--- src/rtl/mdu_pkg.sv ---
package mdu_pkg;

   typedef enum logic [1:0] {
      RX_IDLE  = 2'd0,
      RX_START = 2'd1,
      RX_BITS  = 2'd2,
      RX_STOP  = 2'd3
   } rx_state_e;

   // Value of the line between frames and the stop level.
   localparam logic LINE_IDLE = 1'b1;
   localparam logic LINE_START = 1'b0;

endpackage

--- src/rtl/mdu_rx.sv ---
module mdu_rx
   import mdu_pkg::*;
#(
   parameter int DW   = 8,
   parameter int OVS  = 16,
   parameter int SYNC = 2
) (
   input  logic          clk,
   input  logic          rst_n,
   input  logic          tick,
   input  logic          rx_i,
   output logic          done_o,
   output logic          stop_ok_o,
   output logic [DW-1:0] data_o,
   output logic          flag_o
);
   localparam int CW = $clog2(OVS);
   localparam int NB = DW + 1;
   localparam int BW = $clog2(NB + 1);
   localparam logic [CW-1:0] HALF_M1 = CW'(OVS / 2 - 1);
   localparam logic [CW-1:0] FULL_M1 = CW'(OVS - 1);
   localparam logic [BW-1:0] LAST_B  = BW'(NB - 1);

   logic [SYNC-1:0] sy;
   logic            rx_s;

   generate
      if (SYNC == 1) begin : g_sync1
         always_ff @(posedge clk or negedge rst_n) begin
            if (!rst_n) sy <= '1;
            else        sy <= rx_i;
         end
      end else begin : g_syncn
         always_ff @(posedge clk or negedge rst_n) begin
            if (!rst_n) sy <= '1;
            else        sy <= {sy[SYNC-2:0], rx_i};
         end
      end
   endgenerate

   assign rx_s = sy[SYNC-1];

   rx_state_e      st;
   logic [CW-1:0]  cnt;
   logic [BW-1:0]  bidx;
   logic [NB-1:0]  sh;
   logic           done_q;
   logic           stop_q;

   always_ff @(posedge clk or negedge rst_n) begin
      if (!rst_n) begin
         st     <= RX_IDLE;
         cnt    <= '0;
         bidx   <= '0;
         sh     <= '0;
         done_q <= 1'b0;
         stop_q <= 1'b0;
      end else begin
         done_q <= 1'b0;
         if (tick) begin
            unique case (st)
               RX_IDLE: begin
                  if (rx_s == LINE_START) begin
                     st  <= RX_START;
                     cnt <= '0;
                  end
               end
               RX_START: begin
                  if (cnt == HALF_M1) begin
                     cnt  <= '0;
                     bidx <= '0;
                     st   <= (rx_s == LINE_START) ? RX_BITS : RX_IDLE;
                  end else begin
                     cnt <= cnt + 1'b1;
                  end
               end
               RX_BITS: begin
                  if (cnt == FULL_M1) begin
                     cnt <= '0;
                     sh  <= {rx_s, sh[NB-1:1]};
                     if (bidx == LAST_B) st <= RX_STOP;
                     else                bidx <= bidx + 1'b1;
                  end else begin
                     cnt <= cnt + 1'b1;
                  end
               end
               RX_STOP: begin
                  if (cnt == FULL_M1) begin
                     cnt    <= '0;
                     done_q <= 1'b1;
                     stop_q <= rx_s;
                     st     <= RX_IDLE;
                  end else begin
                     cnt <= cnt + 1'b1;
                  end
               end
               default: st <= RX_IDLE;
            endcase
         end
      end
   end

   assign done_o    = done_q;
   assign stop_ok_o = stop_q;
   assign data_o    = sh[DW-1:0];
   assign flag_o    = sh[DW];

   // a completed frame is reported for a single cycle
   a_r2_done_single: assert property (@(posedge clk) disable iff (!rst_n)
      done_q |=> !done_q);

endmodule

--- src/rtl/mdu_wake_filter.sv ---
module mdu_wake_filter #(
   parameter int   DW       = 8,
   parameter logic WAKE_RST = 1'b1
) (
   input  logic          clk,
   input  logic          rst_n,
   input  logic          done_i,
   input  logic          stop_ok_i,
   input  logic [DW-1:0] data_i,
   input  logic          flag_i,
   input  logic [DW-1:0] addr_i,
   input  logic          wake_set_i,
   output logic          valid_o,
   output logic [DW-1:0] data_o,
   output logic          flag_o,
   output logic          ferr_o,
   output logic          wake_o
);
   logic          wake_q;
   logic          valid_q;
   logic          ferr_q;
   logic [DW-1:0] data_q;
   logic          flag_q;
   logic          good;
   logic          match;
   logic          pass;
   logic          hw_clear;

   assign good     = done_i && stop_ok_i;
   assign match    = flag_i && (data_i == addr_i);
   assign pass     = !wake_q || match;
   assign hw_clear = good && wake_q && match;

   always_ff @(posedge clk or negedge rst_n) begin
      if (!rst_n) begin
         valid_q <= 1'b0;
         ferr_q  <= 1'b0;
         data_q  <= '0;
         flag_q  <= 1'b0;
      end else begin
         valid_q <= 1'b0;
         ferr_q  <= 1'b0;
         if (done_i && !stop_ok_i) begin
            ferr_q <= 1'b1;
         end else if (good && pass) begin
            valid_q <= 1'b1;
            data_q  <= data_i;
            flag_q  <= flag_i;
         end
      end
   end

   always_ff @(posedge clk or negedge rst_n) begin
      if (!rst_n)          wake_q <= WAKE_RST;
      else if (wake_set_i) wake_q <= 1'b1;
      else if (hw_clear)   wake_q <= 1'b0;
   end

   assign valid_o = valid_q;
   assign data_o  = data_q;
   assign flag_o  = flag_q;
   assign ferr_o  = ferr_q;
   assign wake_o  = wake_q;

   // data frames are dropped while listening
   a_r4_drop_data: assert property (@(posedge clk) disable iff (!rst_n)
      (done_i && stop_ok_i && wake_q && !flag_i && !wake_set_i) |=> (!valid_q && wake_q));

   // own select code wakes the node and is delivered
   a_r5_match_wakes: assert property (@(posedge clk) disable iff (!rst_n)
      (done_i && stop_ok_i && wake_q && flag_i && data_i == addr_i && !wake_set_i)
      |=> (!wake_q && valid_q && flag_q));

   // foreign select code is dropped while listening
   a_r6_foreign_drop: assert property (@(posedge clk) disable iff (!rst_n)
      (done_i && stop_ok_i && wake_q && flag_i && data_i != addr_i && !wake_set_i)
      |=> (!valid_q && wake_q));

   // awake node delivers every good frame
   a_r7_awake_pass: assert property (@(posedge clk) disable iff (!rst_n)
      (done_i && stop_ok_i && !wake_q && !wake_set_i) |=> (valid_q && !wake_q));

   // stop-bit error is flagged, not delivered, wake untouched
   a_r8_ferr: assert property (@(posedge clk) disable iff (!rst_n)
      (done_i && !stop_ok_i && !wake_set_i) |=> (ferr_q && !valid_q && $stable(wake_q)));

   // software set wins
   a_r9_set_wins: assert property (@(posedge clk) disable iff (!rst_n)
      wake_set_i |=> wake_q);

endmodule

--- src/rtl/mdu_tx.sv ---
module mdu_tx #(
   parameter int DW      = 8,
   parameter int OVS     = 16,
   parameter bit GATE_TX = 1'b1
) (
   input  logic          clk,
   input  logic          rst_n,
   input  logic          tick,
   input  logic          start_i,
   input  logic [DW-1:0] data_i,
   input  logic          flag_i,
   input  logic          wake_i,
   output logic          tx_o,
   output logic          busy_o
);
   localparam int CW = $clog2(OVS);
   localparam int NF = DW + 3;
   localparam int FW = $clog2(NF + 1);
   localparam logic [CW-1:0] FULL_M1 = CW'(OVS - 1);

   logic          accept;
   logic          busy_q;
   logic [NF-1:0] sh;
   logic [CW-1:0] cnt;
   logic [FW-1:0] left;

   generate
      if (GATE_TX) begin : g_gated
         assign accept = start_i && !busy_q && !wake_i;

         // a listening node never starts a frame
         a_r10_gate: assert property (@(posedge clk) disable iff (!rst_n)
            (start_i && wake_i && !busy_q) |=> (!busy_q && tx_o));
      end else begin : g_open
         logic unused_wake;
         assign unused_wake = wake_i;
         assign accept = start_i && !busy_q;
      end
   endgenerate

   always_ff @(posedge clk or negedge rst_n) begin
      if (!rst_n) begin
         busy_q <= 1'b0;
         sh     <= '1;
         cnt    <= '0;
         left   <= '0;
      end else if (accept) begin
         busy_q <= 1'b1;
         sh     <= {1'b1, flag_i, data_i, 1'b0};
         cnt    <= '0;
         left   <= FW'(NF);
      end else if (busy_q && tick) begin
         if (cnt == FULL_M1) begin
            cnt <= '0;
            sh  <= {1'b1, sh[NF-1:1]};
            if (left == FW'(1)) busy_q <= 1'b0;
            left <= left - 1'b1;
         end else begin
            cnt <= cnt + 1'b1;
         end
      end
   end

   assign tx_o   = busy_q ? sh[0] : 1'b1;
   assign busy_o = busy_q;

   // the first cycle of a frame drives the start level
   a_r1_start_low: assert property (@(posedge clk) disable iff (!rst_n)
      $rose(busy_q) |-> !tx_o);

   // a request during a frame does not restart it
   a_r11_no_restart: assert property (@(posedge clk) disable iff (!rst_n)
      (busy_q && start_i && !(tick && cnt == FULL_M1)) |=> $stable(sh));

endmodule

--- src/rtl/mdrop_uart_node.sv ---
module mdrop_uart_node #(
   parameter int   DW       = 8,
   parameter int   OVS      = 16,
   parameter int   SYNC     = 2,
   parameter bit   GATE_TX  = 1'b1,
   parameter logic WAKE_RST = 1'b1
) (
   input  logic          clk,
   input  logic          rst_n,
   input  logic          baud_tick,
   input  logic          rx_i,
   output logic          tx_o,
   input  logic          tx_start_i,
   input  logic [DW-1:0] tx_data_i,
   input  logic          tx_flag_i,
   output logic          tx_busy_o,
   output logic          rx_valid_o,
   output logic [DW-1:0] rx_data_o,
   output logic          rx_flag_o,
   output logic          rx_ferr_o,
   input  logic [DW-1:0] node_addr_i,
   input  logic          wake_set_i,
   output logic          wake_o
);
   generate
      if (OVS < 4 || (OVS % 2) != 0) begin : g_bad_ovs
         $error("OVS must be even and at least 4");
      end
      if (DW < 1) begin : g_bad_dw
         $error("DW must be at least 1");
      end
      if (SYNC < 1) begin : g_bad_sync
         $error("SYNC must be at least 1");
      end
   endgenerate

   logic          fr_done;
   logic          fr_stop_ok;
   logic [DW-1:0] fr_data;
   logic          fr_flag;

   mdu_rx #(.DW(DW), .OVS(OVS), .SYNC(SYNC)) u_rx (
      .clk       (clk),
      .rst_n     (rst_n),
      .tick      (baud_tick),
      .rx_i      (rx_i),
      .done_o    (fr_done),
      .stop_ok_o (fr_stop_ok),
      .data_o    (fr_data),
      .flag_o    (fr_flag)
   );

   mdu_wake_filter #(.DW(DW), .WAKE_RST(WAKE_RST)) u_filt (
      .clk        (clk),
      .rst_n      (rst_n),
      .done_i     (fr_done),
      .stop_ok_i  (fr_stop_ok),
      .data_i     (fr_data),
      .flag_i     (fr_flag),
      .addr_i     (node_addr_i),
      .wake_set_i (wake_set_i),
      .valid_o    (rx_valid_o),
      .data_o     (rx_data_o),
      .flag_o     (rx_flag_o),
      .ferr_o     (rx_ferr_o),
      .wake_o     (wake_o)
   );

   mdu_tx #(.DW(DW), .OVS(OVS), .GATE_TX(GATE_TX)) u_tx (
      .clk     (clk),
      .rst_n   (rst_n),
      .tick    (baud_tick),
      .start_i (tx_start_i),
      .data_i  (tx_data_i),
      .flag_i  (tx_flag_i),
      .wake_i  (wake_o),
      .tx_o    (tx_o),
      .busy_o  (tx_busy_o)
   );

   // delivery strobe is a single-cycle pulse
   a_r2_valid_pulse: assert property (@(posedge clk) disable iff (!rst_n)
      rx_valid_o |=> !rx_valid_o);

endmodule

--- config.mk ---
export PLATFORM = sky130hd
export DESIGN_NAME = mdrop_uart_node
export DESIGN_NICKNAME = d
export VERILOG_FILES = /design/src/rtl/mdu_pkg.sv /design/src/rtl/mdu_rx.sv /design/src/rtl/mdu_wake_filter.sv /design/src/rtl/mdu_tx.sv /design/src/rtl/mdrop_uart_node.sv
export SDC_FILE = /design/constraint.sdc
export NUM_CORES = 1
export LEC_CHECK = 0
export BUFFER_PORTS_ARGS = -buffer_cell sky130_fd_sc_hd__buf_2
export CAP_MARGIN = 20
export CORE_MARGIN = 1
export CORE_UTILIZATION = 45
export DETAILED_ROUTE_END_ITERATION = 10
export PLACE_DENSITY = 0.71
export SLEW_MARGIN = 40
export SYNTH_ARGS = -nofsm -noshare
export SYNTH_HDL_FRONTEND = slang
export SYNTH_HIERARCHICAL = 1
export SYNTH_SLANG_ARGS = --single-unit
export TNS_END_PERCENT = 5
--- constraint.sdc ---
create_clock -name clk -period 2.67 [get_ports clk]
set_input_delay 0.267 -clock clk [delete_from_list [all_inputs] [get_ports clk]]
set_output_delay 0.267 -clock clk [all_outputs]
set_load 0.005 [all_outputs]
Yosys cells after proc, flatten, opt, wreduce, memory -nomap -nowiden
Cells that the tools add are included.
Operators by class
  add/sub/neg operators: 4
  eq/ne operators: 15
  multiplexer cells: 37
  bitwise operators: 1
  reductions and logical operators: 28
Operator list (count)
  2-to-1 mux 4 bit: 12
  2-to-1 mux 11 bit: 3
  2-to-1 mux 1 bit: 13
  adder 4 x 1 -> 4 bit, second input constant: 3
  equality test 4 bit, second input constant: 3
  2-to-1 mux 2 bit: 6
  case mux 4 bit (3 select lines): 1
  nonzero test 2 bit: 5
  logical AND 1 bit: 9
  AND reduction 3 bit: 3
  equality test 8 bit: 1
  != test 2 x 1 -> 1 bit, second input constant: 4
  case mux 2 bit (4 select lines): 1
  case mux 4 bit (2 select lines): 1
  AND reduction 2 bit: 3
  AND reduction 6 bit: 1
  AND reduction 5 bit: 1
  equality test 2 bit, second input constant: 2
  equality test 4 x 1 -> 1 bit, second input constant: 1
  equality test 4 x 3 -> 1 bit, second input constant: 1
  != test 2 bit, second input constant: 2
  subtractor 4 x 1 -> 4 bit, second input constant: 1
  logical NOT 1 bit: 3
  equality test 2 x 1 -> 1 bit, second input constant: 1
  other kinds (4): 4
Storage, ports and cells
  register bits: 55
  bits of input ports: 23
  output and inout bits: 14
  word-level logic and storage cells: 101

Logic depth before layout (Yosys ltp)
Gate-level depths: netlist (run 1).
  depth after elaboration: 6
  gate-level depth with buffers: 6
  gate-level depth less buffers: 6

Cells and area by module
Netlist (run 1), hierarchy kept.
By module, submodules not included
  mdu_rx: instances 1, cells an instance 100, area an instance 1131.1 um^2, seq. area each 578.1 um^2
  mdu_tx: instances 1, cells an instance 96, area an instance 944.7 um^2, seq. area each 488.0 um^2
  mdu_wake_filter: instances 1, cells an instance 39, area an instance 549.3 um^2, seq. area each 301.5 um^2

Least setup slack after synthesis (run 1)
OpenSTA, ideal clock, no wires.
  path kind: register -> register
  start: reg u_rx.bidx[0]
  end: reg u_rx.bidx[3]
  library setup time: 78 ps
  arrival: 1774 ps
  required time: 2592 ps
  path slack: 818 ps
  cell stages (with the launch flop): 7
  path buffers: 0
  clock period less this slack: 1852 ps
  path through: dfrtp_1 -> inv_1 -> ha_1 -> and4bb_4 -> or4_4 -> or3_1 -> a21boi_1
Between the ends
  longest elaborated chain between the ends: 4
  elaborated cells between the ends (all ways): 7
  classes of those cells: add/sub: 1; eq/ne: 2; mux: 3; reduce/logical: 1
RTL lines
  start, declared: line mdu_rx.sv:45  | logic [BW-1:0] bidx;
  start signal, assigned: line mdu_rx.sv:82  | else bidx <= bidx + 1'b1;
  adder 4 x 1 -> 4 bit: line mdu_rx.sv:82
  2-to-1 mux 4 bit: line mdu_rx.sv:81  | if (bidx == LAST_B) st <= RX_STOP;
  2-to-1 mux 4 bit: line mdu_rx.sv:78  | if (cnt == FULL_M1) begin
  case mux 4 bit (2 select lines): line mdu_rx.sv:61  | unique case (st)
Several ways; a longest one is shown, not always the timed one. The select of a mux whose other input is x is not followed.
A chain may end at the register's enable or synchronous reset.

Final worst setup path (run 1)
Same ends and word-level chain as after synthesis.

==> flow_summary_export.csv, run 1 <==
group,metric,value,unit
status,outcome,"finished clean",
pwr,power.total,0.002329,W
drt,remaining_drc_errors,0,
timing,hold_viol,0,
min_path,hp-class,"input port to register",
timing,setup_violations,0,
critical_path,rrSetupSlack,710,ps
synthesis,ys.flop_type,"dfrtp_1",
clock_network,cts_resized,0,
floorplan,ios,37,
synthesis,synth_cell_types,47,
synthesis,ys_top_cells_by_area,"dfrtp_1 39%, dfstp_2 13%, mux2_2 8.6%, xor2_1 3.0%, ha_1 2.9%",
final_layout,layout-drive-gt1-share,31.73,%
clock_network,cts_tree,"yes",
grt,grt_pass1_wl,8404,µm
clock_network,postCtsSetupBuffers,0,
floorplan,die_h,78.38,µm
final_layout,post-route-util,53.54,%
synthesis,syn_area,2625,µm²
timing,skew,9.211,ps
critical_path,worst-endpoint-required,2900,ps
final_layout,synthToLayoutAreaGrowth,13.68,%
final_layout,num_antenna_cells,0,
final_layout,nNetsFinal,299,
drt,via_count,1835,
grt,grt_pass1_vias,1817,
place,io_buffers,36,
critical_path,crit_start,"u_rx/bidx[0]",
synthesis,yosysSeqAreaShare,52.10,%
drt,via_per_inst,5.350,
critical_path,critPathLaunchType,"register",
clock_network,clock-sinks,54,
clock_network,clock_latency,300,ps
critical_path,critPathArrivalTime,2190,ps
critical_path,crit_fanout,6,
drt,wire_per_inst,14.19,µm
drt,routed_wirelength,4866,µm
synthesis,ys_warn_count,6,
timing,fin_crit_sh,73.25,%
grt,antenna_found_initial,0,
timing,slew_violations,0,
grt,grt_use_total,17.44,%
pwr,p_per_area,780.3,nW/µm²
timing,fin_crit,1956,ps
timing,maxSlewHeadroom,59.17,%
grt,grt_max_degree,25,
clock_network,cts_hold_buf,1,
synthesis,yosys.area.top_type,"dfrtp_1",
synthesis,ys_ff_latch,54,
clock_network,htree_levels,2,
critical_path,crit_type,"register to register",
synthesis,syn_inst,235,
critical_path,cp-endpoint,"u_rx/bidx[3]",
critical_path,worstReg2RegEnd,"u_rx/bidx[3]",
pwr,vdd_ir_drop_max,468.8,µV
place,place_congestion,0.7635,
drt,ant_nets,0,
drt,drt-initial-drc-count,56,
critical_path,cp-end-kind,"register",
clock_network,path_clk_slew,100,ps
clock_network,cts_root_buffer,"clkbuf_8",
clock_network,numCtsBuffers,5,
final_layout,fillers,495,
synthesis,yosys-top-cells-count,"41 x dfrtp_1, 20 x mux2_2, 20 x nor2_1, 14 x a21oi_1, 14 x nand2_1",
critical_path,rr_startpoint,"u_rx/bidx[0]",
floorplan,std_cell_rows,27,
floorplan,die_x,78.38,µm
floorplan,initial_core_util,47.09,%
timing,rsz0062_at_grt,"no",
clock_network,cts.path.max_buffers,2,
synthesis,syn-num-nets,264,
timing,worstMarginPinSlew,606.0,ps
synthesis,syn_avg_cell_area,11.17,µm²
synthesis,synth_top_area_share,39.08,%
synthesis,synth_edf_count,0,
job,maxCapViolations,0,
timing,timing.setup.tns,0,ps
pwr,p_leak,1.427,nW
place,post-dp-hpwl,3352,µm
timing,max_freq,0.5113,GHz
synthesis,post-synth-top-count-cell,"dfrtp_1",
critical_path,reg2reg_depth,6,
floorplan,core_area,5574,µm²
synthesis,synth-async-reset-ratio,100.0,%
grt,grt.overflow.total,0,
drt,firstDrtPassIters,4,
floorplan,dieArea,6143,µm²
## worst min path at each step
stage | start | end | slack [ps] | cells after the start
after global routing | rx_i | u_rx/sy[0] | 30 | 1
after detailed placement | rst_n | u_rx/bidx[3] | 300 | 1
after floorplan | rst_n | u_filt/data_o[0] | -30 | 0
final | rx_i | u_rx/sy[0] | 50 | 1
after global placement | rst_n | u_rx/bidx[3] | 290 | 1
after CTS | rx_i | u_rx/sy[0] | 40 | 1
## worst max-delay path: stages (launching register included)
cell	delay [ps]
dfrtp_1	430
inv_1	70
ha_1	210
and4bb_4	200
or4_4	480
or3_1	360
a21boi_1	140
## logic make-up after synthesis
kind of cell | count (synthesis) | synth area share (%)
simple gates | 70 | 14.01
mux | 24 | 10.11
xor+xnor | 12 | 4.004
fa+ha+maj | 6 | 2.860
flops | 54 | 52.10
buf+inv | 21 | 3.861
compound gates | 48 | 13.06
## power by group
part           internal [W]  switching [W]  leakage (nW)  total [W]
Combinational      0.000258       0.000259         0.688   0.000517
Clock              0.000309       0.000272        0.0618   0.000581
Sequential          0.00105       0.000182         0.676    0.00123
## layout make-up
type | count | area [µm²] | share of cell area [%]
tap | 72 | 90.09 | 3.019
inverter | 10 | 37.54 | 1.258
timing repair buffer | 39 | 205.2 | 6.876
clock buffer | 6 | 82.58 | 2.767
sequential | 54 | 1368 | 45.83
multi-input combinational | 160 | 1162 | 38.95
clock inverter | 2 | 38.79 | 1.300
## flip-flops by register name, indices dropped and copies added, names as in the netlist, named ones only
register	flops
u_filt/flag_o	1
u_rx/done_o	1
u_rx/sh	9
u_tx/left	4
u_rx/cnt	4
u_filt/ferr_o	1
u_tx/cnt	4
u_tx/busy_o	1
u_tx/sh	10
u_rx/stop_ok_o	1
u_rx/st	1
u_rx/sy	2
u_filt/wake_o	1
u_filt/data_o	8
u_filt/valid_o	1
u_rx/bidx	4
## through the flow
stage,hold slack (ps),instance area [µm²],cells,setup WS [ps]
2_1_floorplan,-28.59,2625,235,818.4
3_3_place_gp,288.4,2846,334,790.3
3_5_place_dp,298.4,2853,334,731.8
4_1_cts,35.26,2984,343,711.6
5_1_grt,27.99,2984,343,603.3
6_report,47.37,2984,343,714.2
## metal layers
layer	vias to the layer above	share of wire, %	global-route usage [%]
li1	910	-	-
met1	886	49	23.65
met2	34	47	28.51
met3	5	3.3	3.605
met4	0	0.68	4.444
met5	-	0	0
## placed cells by master (no fill, tap or decap), types with 5 or more instances in the layout
master | netlist | layout
nand3_1 | 13 | 13
ha_1 | 6 | 6
clkbuf_8 | 0 | 6
inv_1 | 10 | 10
and3_1 | 5 | 5
nor2_1 | 20 | 20
mux2_2 | 20 | 20
xor2_1 | 9 | 9
nand2_1 | 14 | 14
o21ai_0 | 5 | 5
buf_2 | 3 | 36
dfstp_2 | 13 | 13
o32ai_1 | 8 | 8
a21oi_1 | 14 | 14
dfrtp_1 | 41 | 41
Power figures use the tool's default switching activity.
==> run 2, diff against run 1 <==
==> constraint.sdc (replaced) <==
create_clock -name clk -period 1.9 [get_ports clk]
set_input_delay 0.19 -clock clk [delete_from_list [all_inputs] [get_ports clk]]
set_output_delay 0.19 -clock clk [all_outputs]
set_load 0.005 [all_outputs]
==> flow_summary_export.csv, run 2 (synthesis results as in run 1) <==
group,metric,value,unit
drt,drt-initial-drc-count,94,
pwr,p_leak,1.462,nW
floorplan,initial_core_util,47.09,%
clock_network,htree_levels,2,
pwr,vdd_ir_drop_max,540.9,µV
final_layout,nNetsFinal,309,
pwr,p_per_area,1029,nW/µm²
critical_path,crit_type,"register to register",
final_layout,layout.cells.most_common,"dfrtp_1",
timing,hold_viol,0,
timing,max_freq,0.5548,GHz
floorplan,die_h,78.38,µm
timing,setup_violations,0,
final_layout,largest-register,"u_tx/sh",
clock_network,path_clk_slew,90,ps
critical_path,cp_slowest_stage_delay,560,ps
floorplan,std_cell_rows,27,
drt,via_count,1916,
drt,routed_wirelength,4913,µm
timing,skew,8.265,ps
floorplan,die_x,78.38,µm
drt,via_per_inst,5.428,
grt,grt_pass1_wl,8493,µm
critical_path,critPathArrivalTime,2040,ps
grt,antenna_found_initial,0,
clock_network,cts_tree,"yes",
critical_path,worst_path_dominant_cell_family,"simple AND/OR/NAND/NOR gates",
timing,maxSlewHeadroom,64.57,%
final_layout,post-route-util,54.77,%
grt,grt_pass1_vias,1840,
critical_path,cp-end-kind,"register",
drt,ant_nets,0,
timing,timing.setup.tns,0,ps
clock_network,clock-sinks,54,
drt,wire_per_inst,13.92,µm
timing,fin_crit,1803,ps
final_layout,largest_register_ffs,10,
min_path,hp-class,"input port to register",
critical_path,cp_cell_sequence,"and4bb_4 -> or4_4 -> or3_1 -> a21boi_1",
clock_network,clock_latency,310,ps
final_layout,fillers,489,
floorplan,dieArea,6143,µm²
critical_path,path_buf_inv,0,
clock_network,numCtsBuffers,5,
drt,firstDrtPassIters,5,
final_layout,num_antenna_cells,0,
critical_path,crit_slowest_cell,"dfrtp_1",
floorplan,core_area,5574,µm²
drt,remaining_drc_errors,0,
place,io_buffers,36,
timing,worstMarginPinSlew,525.9,ps
clock_network,postCtsSetupBuffers,0,
grt,grt_use_total,17.66,%
grt,grt_max_degree,55,
critical_path,critPathLaunchType,"register",
place,post-dp-hpwl,3476,µm
timing,rsz0062_at_grt,"no",
job,maxCapViolations,0,
final_layout,synthToLayoutAreaGrowth,16.30,%
critical_path,worst-endpoint-required,2130,ps
timing,slew_violations,0,
clock_network,cts.path.max_buffers,2,
grt,grt.overflow.total,0,
status,outcome,"finished clean",
place,place_congestion,0.8189,
floorplan,ios,37,
final_layout,layout-drive-gt1-share,34.16,%
clock_network,cts_root_buffer,"clkbuf_8",
timing,fin_crit_sh,94.87,%
critical_path,crit_fanout,11,
final_layout,final_cell_mix,"41 x dfrtp_1, 36 x buf_2, 20 x nor2_1, 20 x mux2_2",
[run 2: changes by cell type in the layout (fill, tap and decap cells not counted), sizes merged]
cell | previous run | this run
inv | 11 | 10
bufinv | 1 | 0
clkinv | 0 | 2
dlygate4sd3 | 1 | 2
buf | 38 | 47
[run 2: worst register-to-register path, stage by stage (launching register included)]
cell and delay [ps]:
dfrtp_1 560, and4bb_4 260, or4_4 480, or3_1 320
a21boi_1 120
[run 2: report_power, final]
| group | leakage (nW) | total, W | switching, W | internal (W) |
|---|---|---|---|---|
| registers | 0.676 | 0.00169 | 0.000212 | 0.00148 |
| logic | 0.740 | 0.000830 | 0.000420 | 0.000410 |
| clock network | 0.0452 | 0.000625 | 0.000364 | 0.000261 |
| total | 1.46 | 0.00314 | 0.000997 | 0.00215 |
[run 2: repair_timing]
item	4_1_cts	5_1_grt
hold endpoints to repair	42	0
gates resized for setup	0	2
setup endpoints to repair	0	1
hold buffers	2	0
[run 2: worst paths after layout]
path,from,to,slack [ps],depth (start not counted)
max reg2reg,u_rx/st[0],u_rx/bidx[3],100,4
min reg2reg,u_rx/sy[0],u_rx/sy[1],360,0
min in group asynchronous,rst_n,u_rx/bidx[1],380,3
max in group asynchronous,rst_n,u_rx/sy[0],1210,3
max,u_rx/st[0],u_rx/bidx[3],100,4
min,wake_set_i,u_filt/wake_o,70,2
[run 2: layout make-up]
class | count | area [µm²] | area share, %
clock inverter | 2 | 13.76 | 0.4508
multi-input combinational | 160 | 1164 | 38.11
tap | 72 | 90.09 | 2.951
sequential | 54 | 1368 | 44.80
timing repair buffer | 49 | 307.8 | 10.08
clock buffer | 6 | 72.57 | 2.377
inverter | 10 | 37.54 | 1.230
[run 2: metrics by stage]
stage,area [µm²],hold slack [ps],std cells,total power (W),setup WS [ps]
after detailed placement,2939,209.7,343,0.002537,35.18
after CTS,3045,56.64,353,0.003177,23.60
after global placement,2939,211.2,343,0.002501,111.4
after floorplan,2625,-105.6,235,0.002290,48.39
final,3053,70.09,353,0.003143,97.49
after global routing,3053,64.24,353,0.003381,16.68
[run 2: per-layer routing]
metal | global-route usage, % | vias up | wire [µm]
met2 | 28.95 | 41 | 2333
met4 | 6.111 | 0 | 69
met5 | 0 | - | 0
li1 | - | 925 | -
met3 | 3.605 | 8 | 168
met1 | 23.26 | 942 | 2341
